## config.mk

```make
export PLATFORM = sky130hd
export DESIGN_NAME = ptw_walker
export DESIGN_NICKNAME = d
export VERILOG_FILES = /design/src/rtl/ptw_pkg.sv /design/src/rtl/ptw_base_regs.sv /design/src/rtl/ptw_addr_calc.sv /design/src/rtl/ptw_walker.sv
export SDC_FILE = /design/constraint.sdc
export NUM_CORES = 1
export LEC_CHECK = 0
export ABC_AREA = 1
export BUFFER_PORTS_ARGS = -buffer_cell sky130_fd_sc_hd__buf_2
export CAP_MARGIN = 10
export CORE_MARGIN = 3
export CORE_UTILIZATION = 35
export CTS_BUF_LIST = sky130_fd_sc_hd__clkbuf_8
export DETAILED_ROUTE_END_ITERATION = 7
export GPL_TIMING_DRIVEN = 0
export PLACE_DENSITY = 0.52
export RECOVER_POWER = 100
export SLEW_MARGIN = 25
export SYNTH_ARGS = -nofsm -noshare
export SYNTH_HDL_FRONTEND = slang
export SYNTH_SLANG_ARGS = --single-unit
export TNS_END_PERCENT = 20
```

## constraint.sdc

```tcl
create_clock -name clk -period 6.5 [get_ports clk]
set_clock_uncertainty 0.1 [all_clocks]
set_input_delay 0 -clock clk [delete_from_list [all_inputs] [get_ports clk]]
set_output_delay 0 -clock clk [all_outputs]
set_load 0.005 [all_outputs]
```

## src/rtl/ptw_pkg.sv

```systemverilog
`timescale 1ns/1ps
package ptw_pkg;
    localparam int VA_W      = 32;
    localparam int SEL_W     = 2;
    localparam int VPN_W     = 21;
    localparam int OFF_W     = 9;
    localparam int PFN_W     = 21;
    localparam int PTE_SHIFT = 2;
    localparam int VALID_BIT = 31;

    localparam logic [SEL_W-1:0] SEL_USER = 2'b00;
    localparam logic [SEL_W-1:0] SEL_SYS  = 2'b10;

    typedef enum logic [2:0] {
        ST_IDLE,
        ST_SYS_RD,
        ST_USR_RD,
        ST_DONE,
        ST_FAULT
    } walk_state_e;
endpackage

```

## src/rtl/ptw_base_regs.sv

```systemverilog
`timescale 1ns/1ps
module ptw_base_regs #(
    parameter int W = 32
) (
    input  logic         clk,
    input  logic         rst_n,
    input  logic         wr_usr,
    input  logic         wr_sys,
    input  logic [W-1:0] wdata,
    output logic [W-1:0] usr_base,
    output logic [W-1:0] sys_base
);
    localparam int NREG = 2;

    logic [NREG-1:0] wr_en;
    logic [W-1:0]    regs [NREG];

    assign wr_en = {wr_sys, wr_usr};

    for (genvar i = 0; i < NREG; i++) begin : g_reg
        always_ff @(posedge clk) begin
            if (!rst_n)
                regs[i] <= '0;
            else if (wr_en[i])
                regs[i] <= wdata;
        end
    end

    assign usr_base = regs[0];
    assign sys_base = regs[1];
endmodule

```

## src/rtl/ptw_addr_calc.sv

```systemverilog
`timescale 1ns/1ps
module ptw_addr_calc
    import ptw_pkg::*;
(
    input  logic [VA_W-1:0]  vaddr,
    input  logic [VA_W-1:0]  usr_base,
    input  logic [VA_W-1:0]  sys_base,
    input  logic [PFN_W-1:0] pte_pfn,
    output logic [SEL_W-1:0] sel,
    output logic [VA_W-1:0]  sys_pte_direct,
    output logic [VA_W-1:0]  sys_pte_nested,
    output logic             usr_pte_in_sys,
    output logic [VA_W-1:0]  usr_pte_pa,
    output logic [VA_W-1:0]  final_pa
);
    localparam int PAD_W = VA_W - PFN_W - OFF_W;

    function automatic logic [VA_W-1:0] scale(input logic [VPN_W-1:0] n);
        return VA_W'({n, {PTE_SHIFT{1'b0}}});
    endfunction

    logic [VPN_W-1:0] vpn;
    logic [OFF_W-1:0] off;
    logic [VA_W-1:0]  usr_pte_va;

    assign sel        = vaddr[VA_W-1 -: SEL_W];
    assign vpn        = vaddr[OFF_W +: VPN_W];
    assign off        = vaddr[OFF_W-1:0];
    assign usr_pte_va = usr_base + scale(vpn);

    assign usr_pte_in_sys = (usr_pte_va[VA_W-1 -: SEL_W] == SEL_SYS);
    assign sys_pte_direct = sys_base + scale(vpn);
    assign sys_pte_nested = sys_base + scale(usr_pte_va[OFF_W +: VPN_W]);
    assign usr_pte_pa     = {{PAD_W{1'b0}}, pte_pfn, usr_pte_va[OFF_W-1:0]};
    assign final_pa       = {{PAD_W{1'b0}}, pte_pfn, off};
endmodule

```

## src/rtl/ptw_walker.sv

```systemverilog
`timescale 1ns/1ps
module ptw_walker
    import ptw_pkg::*;
(
    input  logic        clk,
    input  logic        rst_n,
    input  logic        base_wr_usr,
    input  logic        base_wr_sys,
    input  logic [31:0] base_wdata,
    input  logic        req_valid,
    output logic        req_ready,
    input  logic [31:0] req_vaddr,
    output logic        mem_req_valid,
    input  logic        mem_req_ready,
    output logic [31:0] mem_req_addr,
    input  logic        mem_rsp_valid,
    output logic        mem_rsp_ready,
    input  logic [31:0] mem_rsp_data,
    output logic        res_valid,
    output logic        res_fault,
    output logic [31:0] res_paddr
);
    walk_state_e     state_q, state_d;
    logic [VA_W-1:0] va_q, va_d;
    logic [VA_W-1:0] addr_q, addr_d;
    logic [VA_W-1:0] pa_q, pa_d;
    logic            issued_q, issued_d;

    logic [VA_W-1:0]  usr_base, sys_base, calc_va;
    logic [SEL_W-1:0] sel;
    logic [VA_W-1:0]  sys_pte_direct, sys_pte_nested, usr_pte_pa, final_pa;
    logic             usr_pte_in_sys;
    logic             pte_valid;
    logic             reading;
    logic             unused_pte_bits;

    assign pte_valid       = mem_rsp_data[VALID_BIT];
    assign unused_pte_bits = ^mem_rsp_data[VALID_BIT-1:PFN_W];
    assign calc_va         = (state_q == ST_IDLE) ? req_vaddr : va_q;

    ptw_base_regs #(.W(VA_W)) u_base (
        .clk      (clk),
        .rst_n    (rst_n),
        .wr_usr   (base_wr_usr),
        .wr_sys   (base_wr_sys),
        .wdata    (base_wdata),
        .usr_base (usr_base),
        .sys_base (sys_base)
    );

    ptw_addr_calc u_calc (
        .vaddr          (calc_va),
        .usr_base       (usr_base),
        .sys_base       (sys_base),
        .pte_pfn        (mem_rsp_data[PFN_W-1:0]),
        .sel            (sel),
        .sys_pte_direct (sys_pte_direct),
        .sys_pte_nested (sys_pte_nested),
        .usr_pte_in_sys (usr_pte_in_sys),
        .usr_pte_pa     (usr_pte_pa),
        .final_pa       (final_pa)
    );

    // Next-state and walk data
    always_comb begin
        state_d  = state_q;
        va_d     = va_q;
        addr_d   = addr_q;
        pa_d     = pa_q;
        issued_d = issued_q;
        unique case (state_q)
            ST_IDLE: begin
                if (req_valid) begin
                    va_d     = req_vaddr;
                    issued_d = 1'b0;
                    pa_d     = '0;
                    if (sel == SEL_SYS) begin
                        addr_d  = sys_pte_direct;
                        state_d = ST_SYS_RD;
                    end else if (sel == SEL_USER && usr_pte_in_sys) begin
                        addr_d  = sys_pte_nested;
                        state_d = ST_SYS_RD;
                    end else begin
                        state_d = ST_FAULT;
                    end
                end
            end
            ST_SYS_RD: begin
                if (!issued_q) begin
                    if (mem_req_ready) issued_d = 1'b1;
                end else if (mem_rsp_valid) begin
                    issued_d = 1'b0;
                    if (!pte_valid) begin
                        state_d = ST_FAULT;
                    end else if (sel == SEL_SYS) begin
                        pa_d    = final_pa;
                        state_d = ST_DONE;
                    end else begin
                        addr_d  = usr_pte_pa;
                        state_d = ST_USR_RD;
                    end
                end
            end
            ST_USR_RD: begin
                if (!issued_q) begin
                    if (mem_req_ready) issued_d = 1'b1;
                end else if (mem_rsp_valid) begin
                    issued_d = 1'b0;
                    if (!pte_valid) begin
                        state_d = ST_FAULT;
                    end else begin
                        pa_d    = final_pa;
                        state_d = ST_DONE;
                    end
                end
            end
            ST_DONE:  state_d = ST_IDLE;
            ST_FAULT: state_d = ST_IDLE;
            default:  state_d = ST_IDLE;
        endcase
    end

    // State register
    always_ff @(posedge clk) begin
        if (!rst_n) begin
            state_q  <= ST_IDLE;
            va_q     <= '0;
            addr_q   <= '0;
            pa_q     <= '0;
            issued_q <= 1'b0;
        end else begin
            state_q  <= state_d;
            va_q     <= va_d;
            addr_q   <= addr_d;
            pa_q     <= pa_d;
            issued_q <= issued_d;
        end
    end

    // Outputs
    always_comb begin
        reading       = (state_q == ST_SYS_RD) || (state_q == ST_USR_RD);
        req_ready     = (state_q == ST_IDLE);
        mem_req_valid = reading && !issued_q;
        mem_req_addr  = addr_q;
        mem_rsp_ready = reading && issued_q;
        res_valid     = (state_q == ST_DONE) || (state_q == ST_FAULT);
        res_fault     = (state_q == ST_FAULT);
        res_paddr     = (state_q == ST_DONE) ? pa_q : '0;
    end
endmodule

```

==> results of run 1 <==
==> flip-flops by register name, indices dropped and copies added, names as in the netlist <==
name / flops
state_q: 3
pa_q: 30
u_base.regs: 64
va_q: 32
mem_req_addr: 32
issued_q: 1
==> path summary, 6_finish.rpt <==
| check | startpoint | to | slack [ps] | cells past startpoint |
|---|---|---|---|---|
| max | state_q[1] | mem_req_addr[20] | 490 | 31 |
| min reg2reg | va_q[26] | va_q[26] | 360 | 2 |
| max reg2reg | state_q[1] | mem_req_addr[20] | 490 | 31 |
| min | rst_n | va_q[4] | 70 | 4 |
==> per-layer routing <==
metal  vias to the layer above  part of all wire
li1                       5276                 -
met3                        43             0.046
met1                      4666              0.49
met4                         0             0.025
met2                       279              0.44
met5                         -                 0
==> logic make-up (layout without fill, tap and decap cells) <==
family | count (synthesis) | after routing | synth area share
AND/OR/NAND/NOR | 714 | 714 | 0.2872
AO/OA/AOI/OAI | 268 | 268 | 0.1528
buffers and inverters | 249 | 530 | 0.09782
flip-flops | 162 | 162 | 0.3824
adder cells (fa/ha/maj) | 47 | 47 | 0.05938
XOR/XNOR | 21 | 21 | 0.01811
multiplexers | 2 | 2 | 0.001971
other | 1 | 3 | 0.0003692
==> placed cells by master, fill, tap and decap left out, drive strengths merged, types with 4 or more instances in the layout <==
cell,count
a211oi,43
dlygate4sd3,91
clkbuf,80
nor4,4
or2,10
nand2,327
nand3,65
ha,45
nor3,12
buf,153
nor2,284
a31oi,11
nand3b,5
o21bai,10
dfxtp,98
o21ai,105
edfxtp,64
nand4,7
clkinv,4
xor2,10
inv,198
xnor2,11
a21oi,81
==> power breakdown <==
part           internal (mW)  switching (mW)  leakage [nW]  total [mW]
combinational           1.30            2.61          4.24        3.91
clock                  0.392           0.446         0.218       0.838
sequential              1.29          0.0990          1.50        1.39
==> through the flow <==
stage,worst slack [ps],hold WS (ps)
floorplan,1954,34.90
global placement,383.4,132.3
detailed placement,535.2,136.9
CTS,487.8,49.75
global route,-23.21,98.76
finish,487.0,68.36
==> final cells by class <==
class | count | share of cell area
diodes | 1 | 0.0001964
plain buffers | 58 | 0.02151
clock buffers | 17 | 0.01836
clock inverters | 15 | 0.01542
inverters | 191 | 0.05647
multi-input cells | 1054 | 0.4146
flip-flops and latches | 162 | 0.3048
well taps | 378 | 0.03712
repair buffers | 249 | 0.1315
==> critical path, delay by kind of cell, from the launching register on <==
family | cells | cell delay (ps)
and+or+nand+nor | 16 | 2180
adders and majority gates | 3 | 1180
AOI/OAI and AO/OA | 6 | 1070
buffers and inverters | 5 | 830
DFF | 1 | 360
xor gates and xnor gates | 1 | 150
==> timing repair <==
item                                    in CTS  in global routing
gates resized for setup                      0                  1
hold endpoints to repair                   142                  0
setup buffers                                0                  0
endpoints found under the setup margin       0                  2
hold buffers                                91                  0
==> results_dict.tcl, run 1 <==
set metrics [dict create \
    status "complete, but fails checks" \
    violations "max-capacitance violations, max-slew violations" \
    rsz0062_at_grt "yes" \
    met2_usage 0.3533 \
    grt_pass1_wl_um 53940 \
    min_period_ps 6013 \
    syn_to_final_growth_pct 25.45 \
    die_h_um 176.3 \
    path_common_cell "nand2_1" \
    synth_warnings 0 \
    drcViolationCount 0 \
    powerDensity_mw_per_mm2 481.8 \
    cts.sinks 162 \
    via_count 10260 \
    stdcell_area_sq_mm 0.01274 \
    clk_pin_slew_ps 100 \
    drt-pass1-iter-count 7 \
    start_util 0.3606 \
    synth_edf_count 64 \
    nNetsFinal 1883 \
    vias_per_cell 4.830 \
    yosysMostFrequentCell "nand2_1" \
    crit_type "flop to flop" \
    ys_seq_area_frac 0.3824 \
    final.fill_count 2968 \
    rows 61 \
    finalSetupViolCount 0 \
    ys_ff_latch 162 \
    slowest_delay_ps 460 \
    fin_util 0.4524 \
    dominantRegCellSynth "dfxtp_1" \
    gp_congestion 0.9227 \
    cp-start-kind "flop" \
    grtUsageTotal 0.2232 \
    hpwl_um 27050 \
    drive_gt1_frac 0.1208 \
    critPathArrivalTime_ps 6290 \
    grtUsageMet1 0.3161 \
    die_w_um 176.3 \
    dieArea_sq_mm 0.03110 \
    multi_input_area_sq_mm 0.005283 \
    synth_top_area_cell "dfxtp_1" \
    grt_pass1_vias 9979 \
    period_share 0.9251 \
    dp.cells 2001 \
    wl_per_cell_um 16.34 \
    hold_violations 0 \
    core_sq_mm 0.02816 \
    busiest_layer "met2" \
    clock.fmax_ghz 0.1663 \
    worstSkewPairLatency_ps 490 \
    synth_top_area_frac 0.1932 \
    tightest_slew_ps 2679 \
    max_cap_viol_count 2 \
    synth_cell_types 54 \
    fin_total_pwr_mw 6.138 \
    seq_area_sq_mm 0.003884 \
    grt_util_met3 0.03312 \
    h-tree-depth 4 \
    fin_cells 2125 \
    port_buffers 158 \
    placed_cell_area_sq_mm 0.01142 \
    ios 172 \
    slew_viol_final 66 \
    grt_max_degree 33 \
    syn_area_per_cell_sq_um 6.937 \
    gr-total-overflow 0 \
    critical_path_required_ps 6780 \
    cp_slowest_cell "ha_1" \
    cts_tree "done" \
    root_buffer "clkbuf_8" \
    hold_class "input port to flop" \
    async_flop_share 0 \
    fin_tns_setup_ps 0 \
    p_leak_nw 5.953 \
    drt_wl_total_um 34710 \
    drt_iter0_markers 675 \
    antenna_found_initial 1 \
    crit_path_end_kind "flop" \
    synth_common_cells "nand2_1, nor2_1, inv_1" \
    crit_fanout 10 \
    synth.area.top_cells "dfxtp_1, edfxtp_1, nand2_1" \
    slew_headroom -0.7857 \
    cts_buffer_depth 2 \
    synthCells 1464 \
    ir_worst_vdd_uv 163.0 \
    antenna_left 0 \
    cts-buffers-inserted 17 \
    syn_area_sq_mm 0.01016 \
]
Power figures use the tool's default switching activity.
==> inputs of run 2 (changes only) <==
--- a/config.mk
+++ b/config.mk
@@ -6,6 +6,7 @@
 export NUM_CORES = 1
 export LEC_CHECK = 0
 export ABC_AREA = 1
+export ABC_CLOCK_PERIOD_IN_PS = 6500
 export BUFFER_PORTS_ARGS = -buffer_cell sky130_fd_sc_hd__buf_2
 export CAP_MARGIN = 10
 export CORE_MARGIN = 3
==> constraint.sdc (replaced) <==
create_clock -name clk -period 6.5 [get_ports clk]
set_clock_uncertainty 0.1 [all_clocks]
set_input_delay 0 -clock clk [delete_from_list [all_inputs] [get_ports clk]]
set_output_delay 0 -clock clk [all_outputs]
set_load 0.05 [all_outputs]
==> run 2 against run 1 <==
Against the previous run: the flow still finishes with violations (max-capacitance violations, max-slew violations); highest routed layer unchanged; flip-flop and latch count did not move; fmax rose by 0.47%; largest power group unchanged; largest cell class unchanged; critical path type unchanged; register-to-register slack improved by 30 ps; setup slack improved by 28 ps.
==> results_dict.tcl, run 2 (same netlist as run 1, synthesis figures left out) <==
set metrics [dict create \
    status "complete, but fails checks" \
    violations "max-capacitance violations, max-slew violations" \
    cts.sinks 162 \
    antenna_left 0 \
    syn_to_final_growth_pct 25.29 \
    final.fill_count 2971 \
    clk_pin_slew_ps 100 \
    crit_buf_inv 5 \
    crit_path_end_kind "flop" \
    cts_tree "done" \
    holdPathStages 4 \
    hpwl_um 27050 \
    crit_fanout 10 \
    cp-start-kind "flop" \
    die_w_um 176.3 \
    rows 61 \
    die_h_um 176.3 \
    slowest_delay_ps 460 \
    placed_cell_area_sq_mm 0.01142 \
    critPathArrivalTime_ps 6260 \
    reg2reg_depth 31 \
    clock.fmax_ghz 0.1671 \
    stdcell_area_sq_mm 0.01272 \
    drcViolationCount 0 \
    gr-total-overflow 0 \
    hold_class "input port to flop" \
    path_common_cell "nand2_1" \
    critical_path_required_ps 6780 \
    p_leak_nw 5.903 \
    cp.depth 31 \
    min_period_ps 5985 \
    drive_gt1_frac 0.1134 \
    root_buffer "clkbuf_8" \
    fin_util 0.4518 \
    layout_commonest_cell "nand2_1" \
    postCtsSetupBuffers 0 \
    gp_congestion 0.9227 \
    ios 172 \
    finalSetupViolCount 0 \
    drt_wl_total_um 34720 \
    drt_iter0_markers 668 \
    crit_family "simple AND/OR/NAND/NOR gates" \
    largest_reg_flops 64 \
    regMostFlops "u_base.regs" \
    slew_viol_final 66 \
    core_sq_mm 0.02816 \
    hold_violations 0 \
    wl_per_cell_um 16.34 \
    nNetsFinal 1883 \
    h-tree-depth 4 \
    whs_ps 67.14 \
    rsz0062_at_grt "yes" \
    grtUsageTotal 0.2232 \
    mostFrequentLayoutCells "nand2_1, nor2_1, inv_1, buf_2, dfxtp_1" \
    max_cap_viol_count 2 \
    vias_per_cell 4.834 \
    start_util 0.3606 \
    tightest_slew_ps 2681 \
    crit_type "flop to flop" \
    via_count 10270 \
    cts-buffers-inserted 17 \
    port_buffers 158 \
    cts_buffer_depth 2 \
    grt_pass1_wl_um 53940 \
    period_share 0.9208 \
    powerDensity_mw_per_mm2 500.5 \
    grt_pass1_vias 9979 \
    drt-pass1-iter-count 5 \
    fin_total_pwr_mw 6.368 \
    grt_max_degree 33 \
    cp_slowest_cell "ha_1" \
    antenna_found_initial 1 \
    dieArea_sq_mm 0.03110 \
    slew_headroom -0.7873 \
    ir_worst_vdd_uv 164.0 \
    worstSkewPairLatency_ps 490 \
]
[run 2: changes by cell type in the layout (fill, tap and decap cells not counted), sizes merged]
cell    change
buf        -13
clkbuf     +13
[run 2: worst register-to-register path: cells and delay by family, from the launching register on]
kind,cells,cell delay (ps)
and+or+nand+nor,16,2170
adders and majority gates,3,1170
AOI/OAI and AO/OA,6,1080
buffers and inverters,5,840
DFF,1,360
xor gates and xnor gates,1,150
[run 2: metal layers]
metal,GRT usage,part of all wire,vias up,wire (um)
met3,0.03312,0.049,47,1693
met2,0.3533,0.44,293,15210
met5,0,0,-,0
li1,-,-,5278,-
met1,0.3161,0.49,4654,16950
met4,0.06776,0.025,0,865
[run 2: final timing paths]
check / from / end / slack (ps)
worst max-delay path: state_q[1] / mem_req_addr[20] / 520
worst min-delay path: rst_n / va_q[4] / 70
worst min register to register: va_q[26] / va_q[26] / 360
worst max register to register: state_q[1] / mem_req_addr[20] / 520
[run 2: timing repair]
| item | in CTS | in global routing |
|---|---|---|
| endpoints found under the setup margin | 0 | 2 |
| hold buffers | 91 | 0 |
| resized for setup | 0 | 1 |
| endpoints found under the hold margin | 142 | 0 |
[run 2: layout make-up]
cell class | instances | area [sq um] | area share
clock inverter | 15 | 196.4 | 0.01544
antenna | 1 | 2.502 | 0.0001967
tap | 378 | 473.0 | 0.03717
multi-input combinational | 1054 | 5283 | 0.4151
timing repair buffer | 249 | 1659 | 0.1304
buffer | 58 | 274.0 | 0.02153
inverter | 191 | 719.4 | 0.05654
clock buffer | 17 | 234.0 | 0.01839
sequential | 162 | 3884 | 0.3052
[run 2: power by group]
group | switching [mW] | internal [mW] | total, mW
sequential | 0.100 | 1.29 | 1.39
combinational | 2.85 | 1.30 | 4.14
clock | 0.446 | 0.392 | 0.837
total | 3.39 | 2.97 | 6.37
[run 2: through the flow]
stage               setup TNS (ps)  setup WS [ps]  instances
global placement                 0          383.4       2001
global route                -23.21         -23.21       2125
detailed placement               0          535.2       2001
CTS                              0          487.8       2124
finish                           0          515.0       2125
floorplan                        0           1906       1465
==> inputs of run 3 (changes only) <==
--- a/config.mk
+++ b/config.mk
@@ -10,12 +10,12 @@
 export BUFFER_PORTS_ARGS = -buffer_cell sky130_fd_sc_hd__buf_2
 export CAP_MARGIN = 10
 export CORE_MARGIN = 3
-export CORE_UTILIZATION = 35
-export CTS_BUF_LIST = sky130_fd_sc_hd__clkbuf_8
+export CORE_UTILIZATION = 30
+export CTS_BUF_LIST = sky130_fd_sc_hd__clkbuf_2 sky130_fd_sc_hd__clkbuf_4 sky130_fd_sc_hd__clkbuf_8
 export DETAILED_ROUTE_END_ITERATION = 7
 export GPL_TIMING_DRIVEN = 0
-export PLACE_DENSITY = 0.52
-export RECOVER_POWER = 100
+export PLACE_DENSITY = 0.46
+export RECOVER_POWER = 50
 export SLEW_MARGIN = 25
 export SYNTH_ARGS = -nofsm -noshare
 export SYNTH_HDL_FRONTEND = slang
==> run 3 against run 2 <==
Against the previous run: the flow still finishes with violations (max-capacitance violations, max-slew violations); combinational power grew 1%; power grew 1.4%; wire length up 5.8%; via count fell by 0.81%; core utilization is 6.3 points lower; sequential share of layout area fell by 0.24 points; flip-flop and latch count unchanged; global-route usage decreased by 1.9 points; setup slack gained 94 ps; final cell count increased by 3.0%; clock power increased by 4.2%; critical endpoint unchanged.
==> results_dict.tcl, run 3 (same netlist as run 1, synthesis figures left out) <==
set metrics [dict create \
    drcViolationCount 0 \
    slew_headroom -0.7302 \
    fin_tns_setup_ps 0 \
    power_switching_mw 3.419 \
    postCtsSetupBuffers 0 \
    fin_cells 2188 \
    hpwl_um 29170 \
    cp-start-kind "flop" \
    die_w_um 190.0 \
    final.fill_count 3533 \
    clock.fmax_ghz 0.1698 \
    cts_tree "done" \
    antenna_found_initial 0 \
    whs_ps 78.02 \
    gp_congestion 0.9189 \
    rows 66 \
    syn_to_final_growth_pct 26.30 \
    hold_class "input port to flop" \
    gr-total-overflow 0 \
    violations "max-capacitance violations, max-slew violations" \
    drive_gt1_frac 0.1163 \
    drt-pass1-iter-count 7 \
    critical_path_required_ps 6800 \
    port_buffers 158 \
    num_antenna_cells 0 \
    grt_pass1_vias 10040 \
    dp.cells 2065 \
    slowest_delay_ps 450 \
    fin_total_pwr_mw 6.455 \
    antenna_left 0 \
    nNetsFinal 1883 \
    grt_pass1_wl_um 56570 \
    p_comb_frac 0.651 \
    path_common_cell "nand2_1" \
    cp_slowest_cell "ha_1" \
    crit_path_end_kind "flop" \
    h-tree-depth 4 \
    crit_type "flop to flop" \
    finalSetupViolCount 0 \
    cts.sinks 162 \
    powerDensity_mw_per_mm2 503.2 \
    min_period_ps 5891 \
    vias_per_cell 4.657 \
    grt_max_degree 33 \
    holdPathStages 4 \
    p_leak_nw 5.921 \
    cts-buffers-inserted 17 \
    wl_per_cell_um 16.79 \
    power_frac_seq 0.214 \
    via_count 10190 \
    switching_share 0.5297 \
    max_cap_viol_count 2 \
    die_h_um 190.0 \
    mostFrequentLayoutCells "nand2_1, nor2_1, inv_1, buf_2, dfxtp_1" \
    hold_violations 0 \
    root_buffer "clkbuf_8" \
    drt_iter0_markers 644 \
    reg2reg_depth 31 \
    grtUsageTotal 0.2043 \
    clk_pin_slew_ps 100 \
    regMostFlops "u_base.regs" \
    crit_fanout 10 \
    ios 172 \
    p_int_mw 3.036 \
    period_share 0.9062 \
    tightest_slew_ps 2595 \
    slew_viol_final 66 \
    ir_worst_vdd_uv 158.5 \
    largest_reg_flops 64 \
    layout_commonest_cell "nand2_1" \
    dieArea_sq_mm 0.03610 \
    drt_wl_total_um 36730 \
    core_sq_mm 0.03295 \
    start_util 0.3082 \
    critPathArrivalTime_ps 6190 \
    worstSkewPairLatency_ps 510 \
    rsz0062_at_grt "no" \
    power_frac_clock 0.135 \
    cts_buffer_depth 2 \
    status "complete, but fails checks" \
]
run 3: metrics by stage:
stage / util / setup slack, ps / instance area [sq um]
after floorplan: - / 1906 / 10160
after global placement: 0.3491 / 255.6 / 11500
after detailed placement: 0.3491 / 503.7 / 11500
after CTS: 0.3904 / 481.6 / 12860
after global routing: 0.3893 / 48.44 / 12830
final: 0.3893 / 609.4 / 12830
run 3: power by group through the flow:
| stage | Combinational, mW | Clock, mW | Sequential [mW] |
|---|---|---|---|
| floorplan | 2.76 | 0 | 1.56 |
| global placement | 4.14 | 0 | 1.40 |
| detailed placement | 4.13 | 0 | 1.40 |
| CTS | 4.20 | 0.892 | 1.38 |
| global route | 4.71 | 0.939 | 1.41 |
| finish | 4.20 | 0.872 | 1.38 |
run 3: layer usage:
| metal | wire [um] | vias up | GRT usage |
|---|---|---|---|
| li1 | - | 5273 | - |
| met2 | 16040 | 214 | 0.3191 |
| met3 | 1266 | 49 | 0.03040 |
| met4 | 1160 | 0 | 0.07336 |
| met5 | 0 | - | 0 |
| met1 | 18270 | 4653 | 0.2869 |
run 3: final timing paths:
check                  start  slack, ps                to
setup / recovery  state_q[1]        610  mem_req_addr[20]
hold / removal         rst_n         80           va_q[3]
setup reg to reg  state_q[1]        610  mem_req_addr[20]
hold reg to reg     va_q[16]        360          va_q[16]
run 3: cell type report:
type | instances | area [sq um] | share of cell area
multi-input cells | 1054 | 5286 | 0.4121
flip-flops and latches | 162 | 3884 | 0.3028
repair buffers | 249 | 1660 | 0.1294
inverters | 191 | 719.4 | 0.05609
well taps | 442 | 553.0 | 0.04311
clock buffers | 21 | 276.5 | 0.02156
plain buffers | 58 | 275.3 | 0.02146
clock inverters | 11 | 172.7 | 0.01346
run 3: critical path: cells and delay by family, from the launching register on:
family | cells | cell delay (ps)
simple gates | 16 | 2150
fa+ha+maj | 3 | 1150
compound gates | 6 | 1090
buf+inv | 5 | 710
flops | 1 | 360
xor+xnor | 1 | 230
run 3: what timing repair did:
item / CTS / global route
setup endpoints to repair: 0 / 7
resized for setup: 0 / 4
hold buffers: 91 / 0
endpoints found under the hold margin: 142 / 0
